[config.mk]
export PLATFORM = sky130hd
export DESIGN_NAME = sar_seq
export DESIGN_NICKNAME = d
export VERILOG_FILES = /design/src/rtl/sar_pkg.sv /design/src/rtl/sar_tick_div.sv /design/src/rtl/sar_bit_ctrl.sv /design/src/rtl/sar_coder.sv /design/src/rtl/sar_seq.sv
export SDC_FILE = /design/constraint.sdc
export NUM_CORES = 1
export LEC_CHECK = 0
export BUFFER_PORTS_ARGS = -buffer_cell sky130_fd_sc_hd__buf_4
export CORE_MARGIN = 2
export CORE_UTILIZATION = 36
export CTS_BUF_LIST = sky130_fd_sc_hd__clkbuf_2
export DETAILED_ROUTE_END_ITERATION = 8
export GPL_ROUTABILITY_DRIVEN = 1
export SKIP_CTS_REPAIR_TIMING = 1
export SYNTH_ARGS = -nofsm -noshare
export SYNTH_HDL_FRONTEND = slang
export SYNTH_HIERARCHICAL = 1
export SYNTH_SLANG_ARGS = --single-unit
[constraint.sdc]
create_clock -name clk_i -period 2.9 [get_ports clk_i]
set_input_delay 0.58 -clock clk_i [delete_from_list [all_inputs] [get_ports clk_i]]
set_output_delay 0.58 -clock clk_i [all_outputs]
set_load 0.005 [all_outputs]
[src/rtl/sar_pkg.sv]
package sar_pkg;
  typedef enum logic [1:0] {ST_IDLE, ST_TRACK, ST_CONV} sar_state_e;
endpackage

[src/rtl/sar_tick_div.sv]
module sar_tick_div #(
  parameter int TICK_DIV = 3
) (
  input  logic clk_i,
  input  logic rst_ni,
  input  logic run_i,
  input  logic tick_i,
  output logic step_o
);
  localparam int CW = (TICK_DIV > 1) ? $clog2(TICK_DIV) : 1;
  localparam logic [CW-1:0] LAST = CW'(TICK_DIV - 1);

  logic [CW-1:0] cnt_q;

  always_ff @(posedge clk_i or negedge rst_ni) begin
    if (!rst_ni)      cnt_q <= '0;
    else if (!run_i)  cnt_q <= '0;
    else if (tick_i)  cnt_q <= (cnt_q == LAST) ? '0 : cnt_q + 1'b1;
  end

  assign step_o = run_i && tick_i && (cnt_q == LAST);
endmodule

[src/rtl/sar_bit_ctrl.sv]
module sar_bit_ctrl #(
  parameter int WIDTH = 12
) (
  input  logic             clk_i,
  input  logic             rst_ni,
  input  logic             load_i,
  input  logic             step_i,
  input  logic             clear_i,
  input  logic             cmp_i,
  output logic [WIDTH-1:0] trial_o,
  output logic [WIDTH-1:0] next_o,
  output logic             last_o
);
  localparam int IW = $clog2(WIDTH);
  localparam logic [IW-1:0] TOP = IW'(WIDTH - 1);

  logic [WIDTH-1:0] trial_q;
  logic [IW-1:0]    idx_q;
  logic [IW-1:0]    idx_lo;

  assign idx_lo = idx_q - 1'b1;
  assign last_o = (idx_q == '0);

  // decide current bit, raise the next lower one
  always_comb begin
    next_o = trial_q;
    next_o[idx_q] = cmp_i;
    if (!last_o) next_o[idx_lo] = 1'b1;
  end

  always_ff @(posedge clk_i or negedge rst_ni) begin
    if (!rst_ni) begin
      trial_q <= '0;
      idx_q   <= '0;
    end else if (clear_i) begin
      trial_q <= '0;
      idx_q   <= '0;
    end else if (load_i) begin
      trial_q <= {1'b1, {(WIDTH-1){1'b0}}};
      idx_q   <= TOP;
    end else if (step_i) begin
      trial_q <= next_o;
      idx_q   <= idx_lo;
    end
  end

  assign trial_o = trial_q;

  AST_INDEX_WALKS_DOWN: assert property (@(posedge clk_i) disable iff (!rst_ni)
    (step_i && !clear_i && !load_i && !last_o) |=> (idx_q == $past(idx_lo)));
endmodule

[src/rtl/sar_coder.sv]
module sar_coder #(
  parameter int WIDTH = 12
) (
  input  logic             bip_i,
  input  logic [WIDTH-1:0] code_i,
  output logic [WIDTH-1:0] res_o
);
  // offset binary -> two's complement by flipping the sign bit
  assign res_o = {code_i[WIDTH-1] ^ bip_i, code_i[WIDTH-2:0]};
endmodule

[src/rtl/sar_seq.sv]
module sar_seq #(
  parameter int WIDTH    = 12,
  parameter int TICK_DIV = 4
) (
  input  logic             clk_i,
  input  logic             rst_ni,
  input  logic             acq_start_i,
  input  logic             stop_i,
  input  logic             abort_i,
  input  logic             bip_i,
  input  logic             tick_i,
  input  logic             cmp_i,
  output logic [WIDTH-1:0] dac_code_o,
  output logic             hold_o,
  output logic             busy_o,
  output logic             eoc_o,
  output logic [WIDTH-1:0] result_o
);
  import sar_pkg::*;

  localparam logic [WIDTH-1:0] MSB_CODE = {1'b1, {(WIDTH-1){1'b0}}};

  sar_state_e       st_q;
  logic             bip_q, eoc_q;
  logic [WIDTH-1:0] res_q, next_w, coded_w;
  logic             step_w, last_w, in_conv, load_w, done_w, clear_w;

  assign in_conv = (st_q == ST_CONV);
  assign load_w  = (st_q == ST_TRACK) && stop_i && !abort_i;
  assign done_w  = in_conv && !abort_i && step_w && last_w;
  assign clear_w = in_conv && (abort_i || (step_w && last_w));

  sar_tick_div #(.TICK_DIV(TICK_DIV)) u_div (
    .clk_i (clk_i), .rst_ni(rst_ni), .run_i(in_conv),
    .tick_i(tick_i), .step_o(step_w)
  );

  sar_bit_ctrl #(.WIDTH(WIDTH)) u_bits (
    .clk_i  (clk_i), .rst_ni(rst_ni), .load_i(load_w),
    .step_i (step_w && in_conv && !abort_i), .clear_i(clear_w),
    .cmp_i  (cmp_i), .trial_o(dac_code_o), .next_o(next_w), .last_o(last_w)
  );

  sar_coder #(.WIDTH(WIDTH)) u_coder (
    .bip_i(bip_q), .code_i(next_w), .res_o(coded_w)
  );

  always_ff @(posedge clk_i or negedge rst_ni) begin
    if (!rst_ni) begin
      st_q  <= ST_IDLE;
      bip_q <= 1'b0;
      res_q <= '0;
      eoc_q <= 1'b0;
    end else begin
      eoc_q <= 1'b0;
      unique case (st_q)
        ST_IDLE:  if (acq_start_i) st_q <= ST_TRACK;
        ST_TRACK: begin
          if (abort_i) st_q <= ST_IDLE;
          else if (stop_i) begin
            st_q  <= ST_CONV;
            bip_q <= bip_i;
          end
        end
        ST_CONV: begin
          if (abort_i) st_q <= ST_IDLE;
          else if (done_w) begin
            st_q  <= ST_IDLE;
            res_q <= coded_w;
            eoc_q <= 1'b1;
          end
        end
        default: st_q <= ST_IDLE;
      endcase
    end
  end

  assign hold_o   = (st_q != ST_TRACK);
  assign busy_o   = in_conv;
  assign eoc_o    = eoc_q;
  assign result_o = res_q;

  AST_HOLD_WHEN_BUSY: assert property (@(posedge clk_i) disable iff (!rst_ni)
    busy_o |-> hold_o);
  AST_START_AT_MSB: assert property (@(posedge clk_i) disable iff (!rst_ni)
    $rose(busy_o) |-> (dac_code_o == MSB_CODE));
  AST_EOC_SINGLE: assert property (@(posedge clk_i) disable iff (!rst_ni)
    eoc_o |-> (!busy_o && $past(busy_o)));
  AST_EOC_PULSE: assert property (@(posedge clk_i) disable iff (!rst_ni)
    eoc_o |=> !eoc_o);
  AST_ABORT_QUIET: assert property (@(posedge clk_i) disable iff (!rst_ni)
    (abort_i && busy_o) |=> (!busy_o && !eoc_o));
  AST_RESULT_ONLY_ON_DONE: assert property (@(posedge clk_i) disable iff (!rst_ni)
    !done_w |=> $stable(result_o));
endmodule

**After elaboration in Yosys (flattened, before gate mapping)**

Index checks and enable logic that the tools add are counted.

- Register bits after elaboration: 34
- Bits in latches: 0
- RAM bits: 0
- Memory bits (read-only): 0
- Input port bits: 8
- Word-level logic and storage cells: 69
- Memories kept: 0

- Add/subtract/negate cells: 2
- $mul: 0
- Div/mod/pow operators: 0
- Order comparisons: 4
- Eq/ne operators: 8
- Shift operators: 0
- Muxes and demuxes: 24
- Bitwise operators: 3
- Reduce and logical (&&, ||, !) cells: 21

Operator list:

| operator | count |
|---|---|
| two-way mux 12 bit | 4 |
| two-way mux 2 bit | 8 |
| logical AND 1 bit | 13 |
| bitwise mux 12 bit | 1 |
| two-way mux 4 bit | 3 |
| bitwise OR 12 bit | 1 |
| < comparator 4 x 5 -> 1 bit (second input constant) | 2 |
| AND reduction 3 bit | 3 |
| demux 1 bit (select 4 bit) | 2 |
| greater-or-equal comparator 4 x 1 -> 1 bit (second input constant) | 2 |
| case mux 2 bit (3 select lines) | 1 |
| two-way mux 1 bit | 5 |
| == test 2 bit (second input constant) | 2 |
| logical NOT 4 bit | 1 |
| != test 2 bit (second input constant) | 2 |
| subtractor 4 x 1 -> 4 bit (second input constant) | 1 |
| != test 3 x 2 -> 1 bit (second input constant) | 1 |
| != test 3 bit (second input constant) | 1 |
| nonzero test 3 bit | 1 |
| adder 2 x 1 -> 2 bit (second input constant) | 1 |
| == test 2 x 1 -> 1 bit (second input constant) | 1 |
| logical NOT 2 bit | 1 |
| != test 2 x 1 -> 1 bit (second input constant) | 1 |
| logical NOT 1 bit | 1 |
| other kinds (3) | 3 |

**Depth between registers and ports, before layout**

Gate-level depths: netlist (run 1).

- Depth after elaboration: 10
- Mapped depth: 10
- Mapped depth without buffers: 9

**Cells and area by module**

The synthesis (run 1) kept the hierarchy.

Modules (own cells, without submodules):

| module | times used | cells an instance | area each (um2) | sequential area each (um2) |
|---|---|---|---|---|
| sar_bit_ctrl | 1 | 163 | 1,277.5 | 400.4 |
| sar_seq | 1 | 45 | 684.4 | 400.4 |
| sar_tick_div | 1 | 8 | 101.3 | 50.0 |
| sar_coder | 1 | 12 | 91.3 | 0.0 |

**Worst setup path before layout (run 1)**

OpenSTA, ideal clock, no wires.

- Path kind: reg2reg
- Start: reg u_bits.idx_q[0]
- End: reg res_q[10] (netlist: result_o[10])
- Library setup time: 0.125 ns
- Arrival time: 2.006 ns
- Required time: 2.775 ns
- Slack: 0.769 ns
- Stages on the path, launching flop included: 10
- Path buffers: 3
- Clock period less this slack: 2.131 ns
- Path through: dfrtp_1 > buf_6 > inv_1 > ha_1 > buf_2 > and3_1 > a21o_1 > a221o_1 > buf_4 > mux2_4

- Word-level cells in the longest chain between the ends: 7
- Elaborated cells between the ends (all ways): 17
- Classes of those cells: add/sub: 1; order compare: 4; mux: 6; bitwise: 1; reduce/logical: 5

Ends and longest elaborated chain:

| element | line | RTL |
|---|---|---|
| start: declaration | sar_bit_ctrl.sv:18 | `logic [IW-1:0] idx_q;` |
| start signal: assignment | sar_bit_ctrl.sv:43 | `idx_q <= idx_lo;` |
| subtractor 4 x 1 -> 4 bit (tied with other cells) | sar_bit_ctrl.sv:21 | `assign idx_lo = idx_q - 1'b1;` |
| < comparator 4 x 5 -> 1 bit (implied by the code) (tied with other cells) | sar_bit_ctrl.sv:28 | `if (!last_o) next_o[idx_lo] = 1'b1;` |
| logical AND 1 bit (implied by the code) or two-way mux 1 bit (tied branches) | sar_bit_ctrl.sv:28, sar_bit_ctrl.sv:27 |  |
| two-way mux 1 bit (implied by the code) or demux 1 bit (select 4 bit) (tied branches) | n/a |  |
| demux 1 bit (select 4 bit) or bitwise mux 12 bit (tied branches) | n/a |  |
| bitwise OR 12 bit (no source line) | n/a |  |
| two-way mux 12 bit (*) | sar_bit_ctrl.sv:28 |  |
| via next_w[10] | sar_seq.sv:25 | `logic [WIDTH-1:0] res_q, next_w, coded_w;` |
| end signal: assignment | sar_seq.sv:69 | `res_q <= coded_w;` |
| end: declaration | sar_seq.sv:25 |  |

The timed path passes the listed nets; every way through them passes the cells marked *.
A chain may end at the register's enable or synchronous reset.

**Worst setup path after layout (run 1)**

- Start: reg u_bits.idx_q[0]
- End: reg u_bits.trial_q[3] (netlist: u_bits/trial_o[3])

- Elaborated cells between the ends (all ways): 22
- Classes of those cells: add/sub: 1; order compare: 4; mux: 9; bitwise: 1; reduce/logical: 7

RTL lines:

| element | line | RTL |
|---|---|---|
| logical NOT 4 bit (*) | sar_bit_ctrl.sv:22 | `assign last_o = (idx_q == '0);` |
| via last_w | sar_seq.sv:26 | `logic step_w, last_w, in_conv, load_w, done_w, clear_w;` |
| logical AND 1 bit (*) | sar_seq.sv:31 | `assign clear_w = in_conv && (abort_i \|\| (step_w && last_w));` |
| logical OR 1 bit (*) | sar_seq.sv:31 |  |
| logical AND 1 bit (*) | sar_seq.sv:31 |  |
| via clear_w | sar_seq.sv:26 |  |
| nonzero test 3 bit (no source line) or two-way mux 12 bit (tied branches) | n/a |  |
| end signal: assignment | sar_bit_ctrl.sv:39 | `trial_q <= {1'b1, {(WIDTH-1){1'b0}}};` |
| end signal: assignment | sar_bit_ctrl.sv:42 | `trial_q <= next_o;` |
| end: declaration | sar_bit_ctrl.sv:17 | `logic [WIDTH-1:0] trial_q;` |

The timed path passes the listed nets; every way through them passes the cells marked *. The select of a mux whose other input is x is not followed.

==> results of run 1 <==
per-stage QoR:
step	util, %	hold slack (ps)	area, um2
CTS	40.87	118.6	2391
global placement	40.27	481.1	2356
detailed placement	40.27	481.9	2356
floorplan	-	284.4	2155
global route	40.87	119.3	2391
finish	40.87	135.3	2391
sequential cells by signal (all words and copies together) (netlist names):
signal	flops
u_bits/trial_o	12
u_div/cnt_q	2
bip_q	1
result_o	12
eoc_o	1
st_q	2
u_bits/idx_q	4
Yosys cell counts (6+ instances only):
master / instances
sky130_fd_sc_hd__dfrtp_1: 34
sky130_fd_sc_hd__a21oi_1: 14
sky130_fd_sc_hd__mux2_4: 9
sky130_fd_sc_hd__nand3_1: 9
sky130_fd_sc_hd__buf_4: 12
sky130_fd_sc_hd__inv_1: 8
sky130_fd_sc_hd__nor2_1: 17
sky130_fd_sc_hd__ha_1: 6
sky130_fd_sc_hd__nand2_1: 22
sky130_fd_sc_hd__mux2i_1: 7
sky130_fd_sc_hd__a31oi_1: 10
routing by layer:
| layer | wire, um | share of wire [%] |
|---|---|---|
| met3 | 256 | 5.4 |
| met5 | 0 | 0 |
| met4 | 29 | 0.62 |
| met2 | 2123 | 45 |
| met1 | 2299 | 49 |
how the worst max path moves through the flow:
stage                                            from                       endpoint  slack (ps)  cells past startpoint
after detailed placement  u_bits/idx_q[0]$_DFFE_PN0P_  u_bits/trial_o[3]$_DFFE_PN0P_         490                      8
final                     u_bits/idx_q[0]$_DFFE_PN0P_  u_bits/trial_o[3]$_DFFE_PN0P_         460                      8
after floorplan           u_bits/idx_q[0]$_DFFE_PN0P_       result_o[10]$_DFFE_PN0P_         770                      9
after global placement    u_bits/idx_q[0]$_DFFE_PN0P_  u_bits/trial_o[3]$_DFFE_PN0P_         610                      8
after CTS                 u_bits/idx_q[0]$_DFFE_PN0P_  u_bits/trial_o[3]$_DFFE_PN0P_         460                      8
after global routing      u_bits/idx_q[0]$_DFFE_PN0P_  u_bits/trial_o[0]$_DFFE_PN0P_         270                      9
where the power goes:
part | switching, W | internal [W] | leakage, nW | total (W)
Clock | 0.000151 | 0.0000629 | 0.0291 | 0.000214
Sequential | 0.0000677 | 0.000502 | 0.458 | 0.000570
Combinational | 0.000253 | 0.000166 | 0.690 | 0.000419
layout make-up:
type	count	area (um2)	area share, %
Inverter	9	33.78	1.413
Multi-Input combinational cell	161	1115	46.62
Clock buffer	7	35.03	1.465
Tap cell	75	93.84	3.925
Sequential cell	34	850.8	35.58
Timing Repair Buffer	35	262.8	10.99
worst reg2reg max path: cells and delay by family, from the launching register on:
family,cells,cell delay [ps]
AO/OA/AOI/OAI,2,190
adder cells (fa/ha/maj),1,460
buffers and inverters,1,160
flip-flops,1,530
AND/OR/NAND/NOR,4,1000
kinds of logic (layout without fill, tap and decap cells):
family          count (synthesis)  count (layout)
simple gates                   83              83
compound gates                 47              47
flops                          34              34
buf+inv                        33              51
mux                            20              20
fa+ha+maj                       6               6
xor+xnor                        5               5
==> run_results.csv, run 1 <==
group,metric,value,unit
status,outcome,"complete, no violations",
global_routing,grtUsageMet1,20.52,%
synthesis,synthFlopType,"sky130_fd_sc_hd__dfrtp_1",
synthesis,largest_family_of_logic_cells_by_synthesized_area,"simple AND/OR/NAND/NOR gates",
clock_network,clkSinkCount,34,
route,vias,1666,
worst_setup_path,critical_path_cell_by_cell,"inv_1, ha_1, nand2b_1, nor2_1, a21oi_1, nor2b_1, or2_2, a211oi_1",
floorplan,floorplan.initialDensity,36.83,%
global_routing,met3_usage,3.667,%
pwr,leakagePower,1.178,nW
clock_network,numCtsBuffers,5,
route,drtPass1Iterations,4,
worst_setup_path,critPathLaunchType,"flip-flop",
worst_setup_path,cp.buffers_inverters,1,
worst_setup_path,worst_path_dominant_cell_family,"simple AND/OR/NAND/NOR gates",
synthesis,synth-adder-area-share,3.484,%
synthesis,seq_area_frac_synth,39.49,%
layout,insertedDiodeCount,0,
global_routing,grt_start_max_net_pins,35,
synthesis,post_synthesis_cell_count,228,
synthesis,post_synth_edffs,0,
timing,rsz_0062_raised_after_global_routing,"no",
worst_setup_path,critPathMaxFanout,13,
floorplan,row_count,28,
worst_setup_path,max_stage_delay,530,ps
clock_network,clock_tree.htree_level_count,2,
worst_setup_path,cp_data_arrival_time,2690,ps
pwr,power.ir.vdd_worst,0.2329,mV
layout,highest_count_cells_in_the_layout_ignoring_fill_and_taps,"35 x sky130_fd_sc_hd__buf_4, 34 x sky130_fd_sc_hd__dfrtp_1, 22 x sky130_fd_sc_hd__nand2_1",
clock_network,clk_transition_reported_paths,160,ps
synthesis,synth-seq-cells,34,
global_routing,grt_pass1_vias,1505,
floorplan,die_height,81.36,um
pwr,power,0.001203,W
synthesis,syn-mean-instance-area,9.450,um2
synthesis,yosys_warnings,6,
route,detail_route.wirelength,4.708,mm
worst_hold_path,hp-class,"in2async",
place,post-dp-hpwl,3.240,mm
clock_network,cts_tree,"yes",
run,cap_viol_max_count,0,
place,portBuffers,34,
synthesis,synth_top_area_cell,"sky130_fd_sc_hd__dfrtp_1",
global_routing,grt_antenna_before_repair,0,
timing,timing.final.hold_violations,0,
global_routing,grt_pass1_wl,7.486,mm
worst_setup_path,crit-reg2reg-launch,"u_bits/idx_q[0]$_DFFE_PN0P_",
route,drt-initial-drc-count,93,
timing,maxSlewHeadroom,57.74,%
timing,worst_slack,461.3,ps
worst_setup_path,criticalPathCategory,"reg2reg",
clock_network,cts.path.max_buffers,2,
timing,max_slew.worst_pin.slew,632.5,ps
global_routing,grt_util_all_layers,14.99,%
layout,finalNonFillerCells,321,
worst_setup_path,ff2ff_path_depth,8,
synthesis,syn-num-nets,242,
timing,finalClockSkew,12.92,ps
synthesis,synth_largest_type_area_fraction,39.49,%
worst_setup_path,cpMaxStageDelayCell,"sky130_fd_sc_hd__dfrtp_1",
clock_network,clk_latency,370,ps
clock_network,root_buffer,"sky130_fd_sc_hd__clkbuf_2",
layout,drive_gt1_share,26.42,%
pwr,power_density,503.3,nW/um2
route,post_drt_via_cell_ratio,5.190,
timing,period_share,84.09,%
global_routing,grt_util_met2,23.52,%
floorplan,floorplan.die.width,81.36,um
timing,max_freq,0.4101,GHz
route,routed_wire_length_per_instance,14.67,um
floorplan,coreArea,5851,um2
worst_setup_path,reg2reg_setup_slack,460,ps
worst_setup_path,critical_path.reg2reg.endpoint,"u_bits/trial_o[3]$_DFFE_PN0P_",
synthesis,synth_xor_xnor_area_share,2.033,%
place,worst_slack_at_placement,489.0,ps
global_routing,gr-max-usage-layer,"met2",
synthesis,synth_compound_gate_area_share,14.87,%
synthesis,proportion_of_synthesized_area_in_mux_cells,11.61,%
timing,setup-tns-final,0,ps
worst_setup_path,critical_path_required,3150,ps
synthesis,synth_async_sr_flop_share,100.0,%
timing,timing.final.setup_violations,0,
worst_setup_path,worstSetupEndpointType,"flip-flop",
global_routing,grt_overflow_total,0,
layout,syn_to_final_growth,10.98,%
timing,fin_crit,2439,ps
synthesis,synth_area_leaders,"sky130_fd_sc_hd__dfrtp_1 39%, sky130_fd_sc_hd__mux2_4 6.3%, sky130_fd_sc_hd__buf_4 4.2%, sky130_fd_sc_hd__nand2_1 3.8%, sky130_fd_sc_hd__ha_1 3.5%",
place,gp_congestion,0.8501,
floorplan,pin_count,35,
route,drtAntennaViolNets,0,
place,dpl.cell_count,314,
synthesis,synth_simple_gate_area_share,19.74,%
synthesis,yosys.cell_types.count,50,
layout,layout_net_count,260,
layout,n_fill_cell,622,
timing,finalMaxSlewViolations,0,
layout,most_common_cell_after_layout_fill_and_taps_aside,"sky130_fd_sc_hd__buf_4",
floorplan,die_area,6619,um2
synthesis,syn-cell-area,2155,um2
route,drc_markers,0,
Note: power is estimated with default switching activity, not from simulation.
==> inputs of run 2 (changes only) <==
Clock period 2.9 ns to 2.4 ns, I/O delays scaled along.
==> run 2 against run 1 <==
Effect of this change: clock skew increased by 4.8 ps; sequential power rose by 14%; non-clock buffer count up 7; total power increased by 22%; critical path depth is 3 lower; critical path type unchanged; critical endpoint is now result_o[5]$_DFFE_PN0P_; largest cell class unchanged; largest power group unchanged.
==> run_results.csv, run 2 (synthesized netlist as in run 1, its figures left out) <==
group,metric,value,unit
timing,period_share,92.52,%
timing,maxSlewHeadroom,60.65,%
pwr,combinationalPowerShare,39.7,%
clock_network,clk_latency,370,ps
route,drc_markers,0,
pwr,leakagePower,1.208,nW
global_routing,gr-max-usage-layer,"met2",
clock_network,numCtsBuffers,5,
timing,max_slew.worst_pin.slew,589.1,ps
floorplan,coreArea,5851,um2
route,routed_wire_length_per_instance,14.56,um
timing,finalClockSkew,17.70,ps
route,vias,1714,
layout,area_occupied_by_multi_input_gates,1115,um2
worst_setup_path,cp_data_arrival_time,2480,ps
route,drt-initial-drc-count,96,
floorplan,pin_count,35,
pwr,swShare,39.10,%
layout,finalNonFillerCells,327,
timing,rsz_0062_raised_after_global_routing,"no",
floorplan,die_height,81.36,um
status,outcome,"complete, no violations",
layout,n_fill_cell,600,
timing,timing.final.setup_violations,0,
worst_setup_path,critPathMaxFanout,13,
layout,highest_count_cells_in_the_layout_ignoring_fill_and_taps,"41 x sky130_fd_sc_hd__buf_4, 34 x sky130_fd_sc_hd__dfrtp_1, 22 x sky130_fd_sc_hd__nand2_1",
clock_network,clock_tree.htree_level_count,2,
global_routing,grt_pass1_wl,7.886,mm
pwr,cell_internal_pwr,0.0008974,W
place,portBuffers,34,
global_routing,grt_util_all_layers,15.80,%
floorplan,row_count,28,
route,drtPass1Iterations,4,
global_routing,grtUsageMet1,21.06,%
clock_network,clkSinkCount,34,
layout,most_common_cell_after_layout_fill_and_taps_aside,"sky130_fd_sc_hd__buf_4",
layout,layout_net_count,267,
clock_network,clk_transition_reported_paths,170,ps
pwr,power_frac_seq,44.1,%
route,drtAntennaViolNets,0,
global_routing,grt_antenna_before_repair,0,
layout,insertedDiodeCount,0,
layout,syn_to_final_growth,13.71,%
timing,max_freq,0.4504,GHz
clock_network,cts.path.max_buffers,2,
floorplan,die_area,6619,um2
global_routing,grt_overflow_total,0,
global_routing,met3_usage,3.778,%
timing,timing.final.hold_violations,0,
global_routing,grt_util_met2,25.41,%
layout,drive_gt1_share,27.78,%
place,dpl.cell_count,321,
clock_network,root_buffer,"sky130_fd_sc_hd__clkbuf_2",
worst_setup_path,critPathLaunchType,"flip-flop",
pwr,pwr-share-clk,16.1,%
pwr,power_density,601.4,nW/um2
worst_setup_path,critical_path_required,2650,ps
floorplan,floorplan.die.width,81.36,um
worst_setup_path,worstSetupEndpointType,"flip-flop",
timing,setup-tns-final,0,ps
route,post_drt_via_cell_ratio,5.242,
place,post-dp-hpwl,3.387,mm
floorplan,floorplan.initialDensity,36.83,%
pwr,power,0.001473,W
clock_network,cts_tree,"yes",
run,cap_viol_max_count,0,
global_routing,grt_pass1_vias,1599,
place,gp_congestion,0.8471,
layout,ff_latch_area,850.8,um2
global_routing,grt_start_max_net_pins,35,
pwr,switchingPower,0.0005761,W
timing,finalMaxSlewViolations,0,
worst_hold_path,hp-class,"in2async",
timing,fin_crit,2220,ps
worst_setup_path,criticalPathCategory,"reg2reg",
route,detail_route.wirelength,4.762,mm
pwr,power.ir.vdd_worst,0.2633,mV
-- run 2: changes by cell type in the layout (fill, tap and decap cells not counted), sizes merged --
cell    previous run  this run
clkbuf             7         5
clkinv             0         1
buf               35        42
-- run 2: path summary, 6_finish.rpt --
kind                            slack [ps]                       endpoint           startpoint  cells past startpoint
worst max-delay path                   180        result_o[5]$_DFFE_PN0P_  st_q[0]$_DFFE_PN0P_                      5
worst min-delay path                    30        result_o[4]$_DFFE_PN0P_               rst_ni                      1
worst max register to register         180        result_o[5]$_DFFE_PN0P_  st_q[0]$_DFFE_PN0P_                      5
worst min register to register         500            st_q[0]$_DFFE_PN0P_  st_q[1]$_DFFE_PN0P_                      1
max in group asynchronous             2040  u_bits/trial_o[6]$_DFFE_PN0P_               rst_ni                      1
min in group clk_i                     270            st_q[1]$_DFFE_PN0P_              abort_i                      2
-- run 2: worst max-delay path, cell delays in order (launching register included) --
cell	delay [ps]
sky130_fd_sc_hd__dfrtp_1	460
sky130_fd_sc_hd__and2b_1	280
sky130_fd_sc_hd__and3_2	210
sky130_fd_sc_hd__and4bb_2	430
sky130_fd_sc_hd__nand2_2	330
sky130_fd_sc_hd__mux2_4	390
-- run 2: layout make-up --
type | instances | share of cell area (%)
clock buffer | 5 | 1.021
clock inverter | 1 | 0.1532
inverter | 9 | 1.379
multi-input combinational | 161 | 45.51
sequential | 34 | 34.73
tap | 75 | 3.830
timing repair buffer | 42 | 13.38
-- run 2: metal layers --
metal  routed length, um  up-vias
met5                   0        -
met4                  42        0
met3                 184        7
met2                2198       31
met1                2336      834
li1                    -      842
-- run 2: stage by stage --
stage | worst slack, ps | area, um2 | hold slack [ps] | utilization, %
3_3_place_gp | 251.7 | 2421 | 460.2 | 41.38
3_5_place_dp | 218.8 | 2421 | 464.3 | 41.38
5_1_grt | 39.96 | 2450 | 25.12 | 41.87
4_1_cts | 170.0 | 2450 | 30.01 | 41.87
2_1_floorplan | 269.3 | 2155 | 184.4 | -
6_report | 179.6 | 2450 | 25.09 | 41.87
-- run 2: power groups by stage --
stage / registers (W) / logic (W) / clock network [W]
2_1_floorplan: 0.000658 / 0.000485 / 0
3_3_place_gp: 0.000660 / 0.000573 / 0
3_5_place_dp: 0.000661 / 0.000584 / 0
4_1_cts: 0.000650 / 0.000585 / 0.000258
5_1_grt: 0.000657 / 0.000644 / 0.000280
6_report: 0.000650 / 0.000586 / 0.000238
